==> src/rtl/crc32_pkg.sv <==
package crc32_pkg;

    localparam int unsigned CRC_W  = 32;
    localparam int unsigned BYTE_W = 8;

    localparam logic [CRC_W-1:0] CRC_RESET_VALUE = '1;

    typedef enum logic [1:0] {
        ACT_HOLD = 2'd0,
        ACT_SEED = 2'd1,
        ACT_FOLD = 2'd2
    } crc_action_t;

endpackage

==> src/rtl/crc32_byte_fold.sv <==
module crc32_byte_fold #(
    parameter int unsigned          WIDTH  = 32,
    parameter int unsigned          DATA_W = 8,
    parameter logic [WIDTH-1:0]     POLY   = 32'h2004_4009
) (
    input  logic [WIDTH-1:0]  rem_in,
    input  logic [DATA_W-1:0] data_in,
    output logic [WIDTH-1:0]  rem_next
);

    localparam int unsigned PAD_W = WIDTH - DATA_W;

    logic [WIDTH-1:0] stage [DATA_W+1];

    assign stage[0] = rem_in ^ {data_in, {PAD_W{1'b0}}};

    for (genvar k = 0; k < DATA_W; k++) begin : g_bit
        assign stage[k+1] = stage[k][WIDTH-1]
                            ? ({stage[k][WIDTH-2:0], 1'b0} ^ POLY)
                            :  {stage[k][WIDTH-2:0], 1'b0};
    end

    assign rem_next = stage[DATA_W];

endmodule

==> src/rtl/crc32_ctrl.sv <==
module crc32_ctrl
    import crc32_pkg::*;
(
    input  logic        seed_load,
    input  logic        byte_valid,
    output crc_action_t action
);

    always_comb begin
        if (seed_load)
            action = ACT_SEED;
        else if (byte_valid)
            action = ACT_FOLD;
        else
            action = ACT_HOLD;
    end


    always_comb begin
        seed_wins_chk: assert (!(seed_load && byte_valid) || action == ACT_SEED);
    end

endmodule

==> src/rtl/crc32_state_reg.sv <==
module crc32_state_reg
    import crc32_pkg::*;
#(
    parameter int unsigned       WIDTH = 32,
    parameter logic [WIDTH-1:0]  INIT  = '1
) (
    input  logic             clk,
    input  logic             rst_n,
    input  crc_action_t      action,
    input  logic [WIDTH-1:0] seed,
    input  logic [WIDTH-1:0] folded,
    output logic [WIDTH-1:0] rem_q
);

    always_ff @(posedge clk or negedge rst_n) begin
        if (!rst_n) begin
            rem_q <= INIT;
        end else begin
            unique case (action)
                ACT_SEED: rem_q <= seed;
                ACT_FOLD: rem_q <= folded;
                ACT_HOLD: rem_q <= rem_q;
                default:  rem_q <= rem_q;
            endcase
        end
    end

endmodule

==> src/rtl/crc32_byte_engine.sv <==
module crc32_byte_engine
    import crc32_pkg::*;
#(
    parameter logic [CRC_W-1:0] POLY = 32'h2004_4009
) (
    input  logic              clk,
    input  logic              rst_n,
    input  logic              seed_load,
    input  logic [CRC_W-1:0]  seed_value,
    input  logic              byte_valid,
    input  logic [BYTE_W-1:0] byte_data,
    output logic [CRC_W-1:0]  crc_out
);

    crc_action_t      action;
    logic [CRC_W-1:0] folded;

    crc32_ctrl u_ctrl (
        .seed_load  (seed_load),
        .byte_valid (byte_valid),
        .action     (action)
    );

    crc32_byte_fold #(
        .WIDTH  (CRC_W),
        .DATA_W (BYTE_W),
        .POLY   (POLY)
    ) u_fold (
        .rem_in   (crc_out),
        .data_in  (byte_data),
        .rem_next (folded)
    );

    crc32_state_reg #(
        .WIDTH (CRC_W),
        .INIT  (CRC_RESET_VALUE)
    ) u_reg (
        .clk    (clk),
        .rst_n  (rst_n),
        .action (action),
        .seed   (seed_value),
        .folded (folded),
        .rem_q  (crc_out)
    );


    reset_value_chk: assert property (@(posedge clk) disable iff (!rst_n)
        $rose(rst_n) |-> crc_out == CRC_RESET_VALUE);


    seed_take_chk: assert property (@(posedge clk) disable iff (!rst_n)
        seed_load |=> crc_out == $past(seed_value));


    idle_hold_chk: assert property (@(posedge clk) disable iff (!rst_n)
        (!seed_load && !byte_valid) |=> $stable(crc_out));


    seed_prio_chk: assert property (@(posedge clk) disable iff (!rst_n)
        (seed_load && byte_valid) |=> crc_out == $past(seed_value));

endmodule

==> config.mk <==
export PLATFORM = sky130hd
export DESIGN_NAME = crc32_byte_engine
export DESIGN_NICKNAME = d
export VERILOG_FILES = /design/src/rtl/crc32_pkg.sv /design/src/rtl/crc32_byte_fold.sv /design/src/rtl/crc32_ctrl.sv /design/src/rtl/crc32_state_reg.sv /design/src/rtl/crc32_byte_engine.sv
export SDC_FILE = /design/constraint.sdc
export NUM_CORES = 1
export LEC_CHECK = 0
export BUFFER_PORTS_ARGS = -buffer_cell sky130_fd_sc_hd__buf_2
export CAP_MARGIN = 20
export CORE_MARGIN = 5
export CORE_UTILIZATION = 25
export CTS_BUF_LIST = sky130_fd_sc_hd__clkbuf_8
export CTS_CLUSTER_SIZE = 16
export DETAILED_ROUTE_END_ITERATION = 12
export GPL_TIMING_DRIVEN = 1
export PLACE_DENSITY = 0.43
export SYNTH_ARGS = -nofsm -noshare
export SYNTH_HDL_FRONTEND = slang
export SYNTH_SLANG_ARGS = --single-unit
==> constraint.sdc <==
create_clock -name clk -period 2.44 [get_ports clk]
set_clock_uncertainty 0.1 [all_clocks]
set_input_delay 0.366 -clock clk [delete_from_list [all_inputs] [get_ports clk]]
set_output_delay 0.366 -clock clk [all_outputs]
set_load 0.01 [all_outputs]
==> flow_metrics.env <==
export IMPL_status="finished, final reports clean"
export IMPL_final_nets=295
export IMPL_max_cap_violations=0
export IMPL_max_slew_margin=0.487
export IMPL_fin_util=0.334
export IMPL_grtUsageMet3=0.0290
export IMPL_p_leak_nw=1.24
export IMPL_cpMaxStageDelayCell="xnor3_2"
export IMPL_hp_class="primary input to register"
export IMPL_holdCritStartpoint="seed_value[20]"
export IMPL_numPlacedInstances=346
export IMPL_finalCriticalPeriod_ps=1820
export IMPL_die_h_um=98.9
export IMPL_p_total_mw=2.35
export IMPL_grt_max_degree=34
export IMPL_hold_viol=0
export IMPL_diodes=0
export IMPL_setup_viol=0
export IMPL_drv_slew=0
export IMPL_hold_end="u_reg.rem_q[20]"
export IMPL_firstDrtPassIters=4
export IMPL_ant_nets=0
export IMPL_fin_setup_tns_ps=0
export IMPL_io_pins=76
export IMPL_worstPathCellList="xnor2_2, xnor3_2, xnor2_1, o21ai_0"
export IMPL_cts_tree="yes"
export IMPL_ctsHoldBuffers=0
export IMPL_largest_reg_flops=32
export IMPL_area_growth_pct=30.5
export IMPL_synth_cell_types=23
export IMPL_synth_warnings=0
export IMPL_ys_seq_elements=32
export IMPL_final_instance_count_excl_fill=354
export IMPL_path_class="register to register"
export IMPL_power_density_nw_per_um2=913
export IMPL_syn_inst=174
export IMPL_dpl_hpwl_um=4240
export IMPL_clk_pin_slew_ps=70
export IMPL_regMostFlops="u_reg.rem_q"
export IMPL_fin_crit_sh=0.744
export IMPL_post_route_worst_setup_slack_ps=624
export IMPL_clk_path_buf_depth=2
export IMPL_ir_drop_mv=0.256
export IMPL_fin_area_um2=2580
export IMPL_netlist_area_um2=1980
export IMPL_gp_congestion=0.735
export IMPL_viasPerCell=4.26
export IMPL_cts_buffers=5
export IMPL_ctsHtreeMaxLevel=2
export IMPL_syn_avg_cell_area_um2=11.4
export IMPL_post_drt_wl_per_cell_um=15.8
export IMPL_grt_pass1_vias=1594
export IMPL_max_stage_delay_ps=580
export IMPL_critPathTopFamily="XOR/XNOR gates"
export IMPL_fill_cells=808
export IMPL_grt_pass1_wl_um=8800
export IMPL_top_regs="u_reg.rem_q: 32 flops"
export IMPL_tightest_slew_ps=770
export IMPL_drt_iter0_drc=65
export IMPL_use_met2=0.194
export IMPL_worst_path_max_fanout=4
export IMPL_met1_usage=0.154
export IMPL_worstPathRequired_ps=2540
export IMPL_routed_wl_um=5590
export IMPL_grt_overflow=0
export IMPL_postCtsSetupRepairBufs=0
export IMPL_clkLatencyLatePin_ps=280
export IMPL_clock_root_buffer="clkbuf_8"
export IMPL_rsz0062_at_grt="no"
export IMPL_ys_top_cells_by_count="32 x dfstp_2, 32 x o21ai_0, 29 x nand2_1"
export IMPL_ff2ff_setup_slack_ps=620
export IMPL_crit_buf_inv=0
export IMPL_place_area_um2=2490
export IMPL_cts_resized=0
export IMPL_synth_seq_area_share=0.425
export IMPL_max_freq_mhz=551
export IMPL_r2r_end="u_reg.rem_q[14]"
export IMPL_start_util=0.256
export IMPL_rows=32
export IMPL_grt_total_usage=0.118
export IMPL_drive_gt1_frac=0.508
export IMPL_yosysTopAreaCell="dfstp_2"
export IMPL_endpoint_kind="register"
export IMPL_synth_edf_count=0
export IMPL_arrival_ps=1920
export IMPL_clkSinkCount=32
export IMPL_place_ws_ps=533
export IMPL_core_region_area_um2=7730
export IMPL_yosysTopAreaCellShare=0.425
export IMPL_route_detailed_drc=0
export IMPL_worst_hold_slack_ps=181
export IMPL_dieWidth_um=98.9
export IMPL_dieArea_um2=9790
export IMPL_ff2ff_path_depth=4
export IMPL_busiest_layer="met2"
export IMPL_antenna_found_initial=0
export IMPL_synthTopCellsByArea="dfstp_2 43%, mux2i_1 10%, o21ai_0 8.1%, xnor3_1 6.8%, xnor2_1 6.6%"
export IMPL_ys_async_sr_fraction=1.00
export IMPL_synth_flop_cell="dfstp_2"
export IMPL_r2r_start="u_reg.rem_q[27]"
export IMPL_synth_nets=218
export IMPL_vias=1509
export IMPL_hold_depth=3
export IMPL_portBuffers=75
export IMPL_setup_worst_path_start_class="register"
[worst max path at each step]
| stage | depth (start not counted) | from | endpoint | slack (ps) |
|---|---|---|---|---|
| after CTS | 4 | u_reg.rem_q[27] | u_reg.rem_q[14] | 590 |
| after global routing | 4 | u_reg.rem_q[28] | u_reg.rem_q[30] | 510 |
| final | 4 | u_reg.rem_q[27] | u_reg.rem_q[14] | 620 |
| after detailed placement | 5 | byte_data[3] | u_reg.rem_q[18] | 530 |
| after floorplan | 4 | u_reg.rem_q[28] | u_reg.rem_q[30] | 740 |
| after global placement | 5 | byte_data[3] | u_reg.rem_q[18] | 530 |
[cells by family (layout without fill, tap and decap cells)]
family | after synthesis | after routing | share of synthesized area
AOI/OAI and AO/OA | 43 | 43 | 0.118
xor gates and xnor gates | 34 | 34 | 0.263
DFF | 32 | 32 | 0.425
and+or+nand+nor | 32 | 32 | 0.0633
muxes | 21 | 21 | 0.107
buffers and inverters | 12 | 90 | 0.0241
[routing by layer]
| layer | vias up | share of wire |
|---|---|---|
| met1 | 707 | 0.46 |
| met2 | 39 | 0.48 |
| met5 | - | 0 |
| met4 | 0 | 0.0093 |
| li1 | 758 | - |
| met3 | 5 | 0.045 |
[layout by cell type, fill, tap and decap left out, drive strengths merged]
cell     n
xor2     2
a22oi    6
nand2b   1
xnor2   21
nand2   29
xnor3    8
mux2     1
a21oi    1
inv      4
buf     80
nor2b    1
dfstp   32
a211oi   1
xor3     3
o21ai   35
nor2     1
clkbuf   6
mux2i   20
[layout make-up]
type	instances	area [um2]	area share
Multi-Input combinational cell	130	1090	0.422
Sequential cell	32	841	0.326
Timing Repair Buffer	80	425	0.165
Tap cell	102	128	0.0495
Clock buffer	6	82.6	0.0320
Clock inverter	2	7.51	0.00291
Inverter	2	7.51	0.00291
[report_power, final]
part	switching, mW	internal [mW]
Combinational	0.461	0.597
Sequential	0.132	0.738
Clock	0.205	0.222
Total	0.798	1.56
[worst reg2reg max path: cells and delay by family (launching register included)]
family / cells / cell delay, ps
xor+xnor: 3 / 930
compound gates: 1 / 150
flops: 1 / 560
Power figures use the tool's default switching activity.
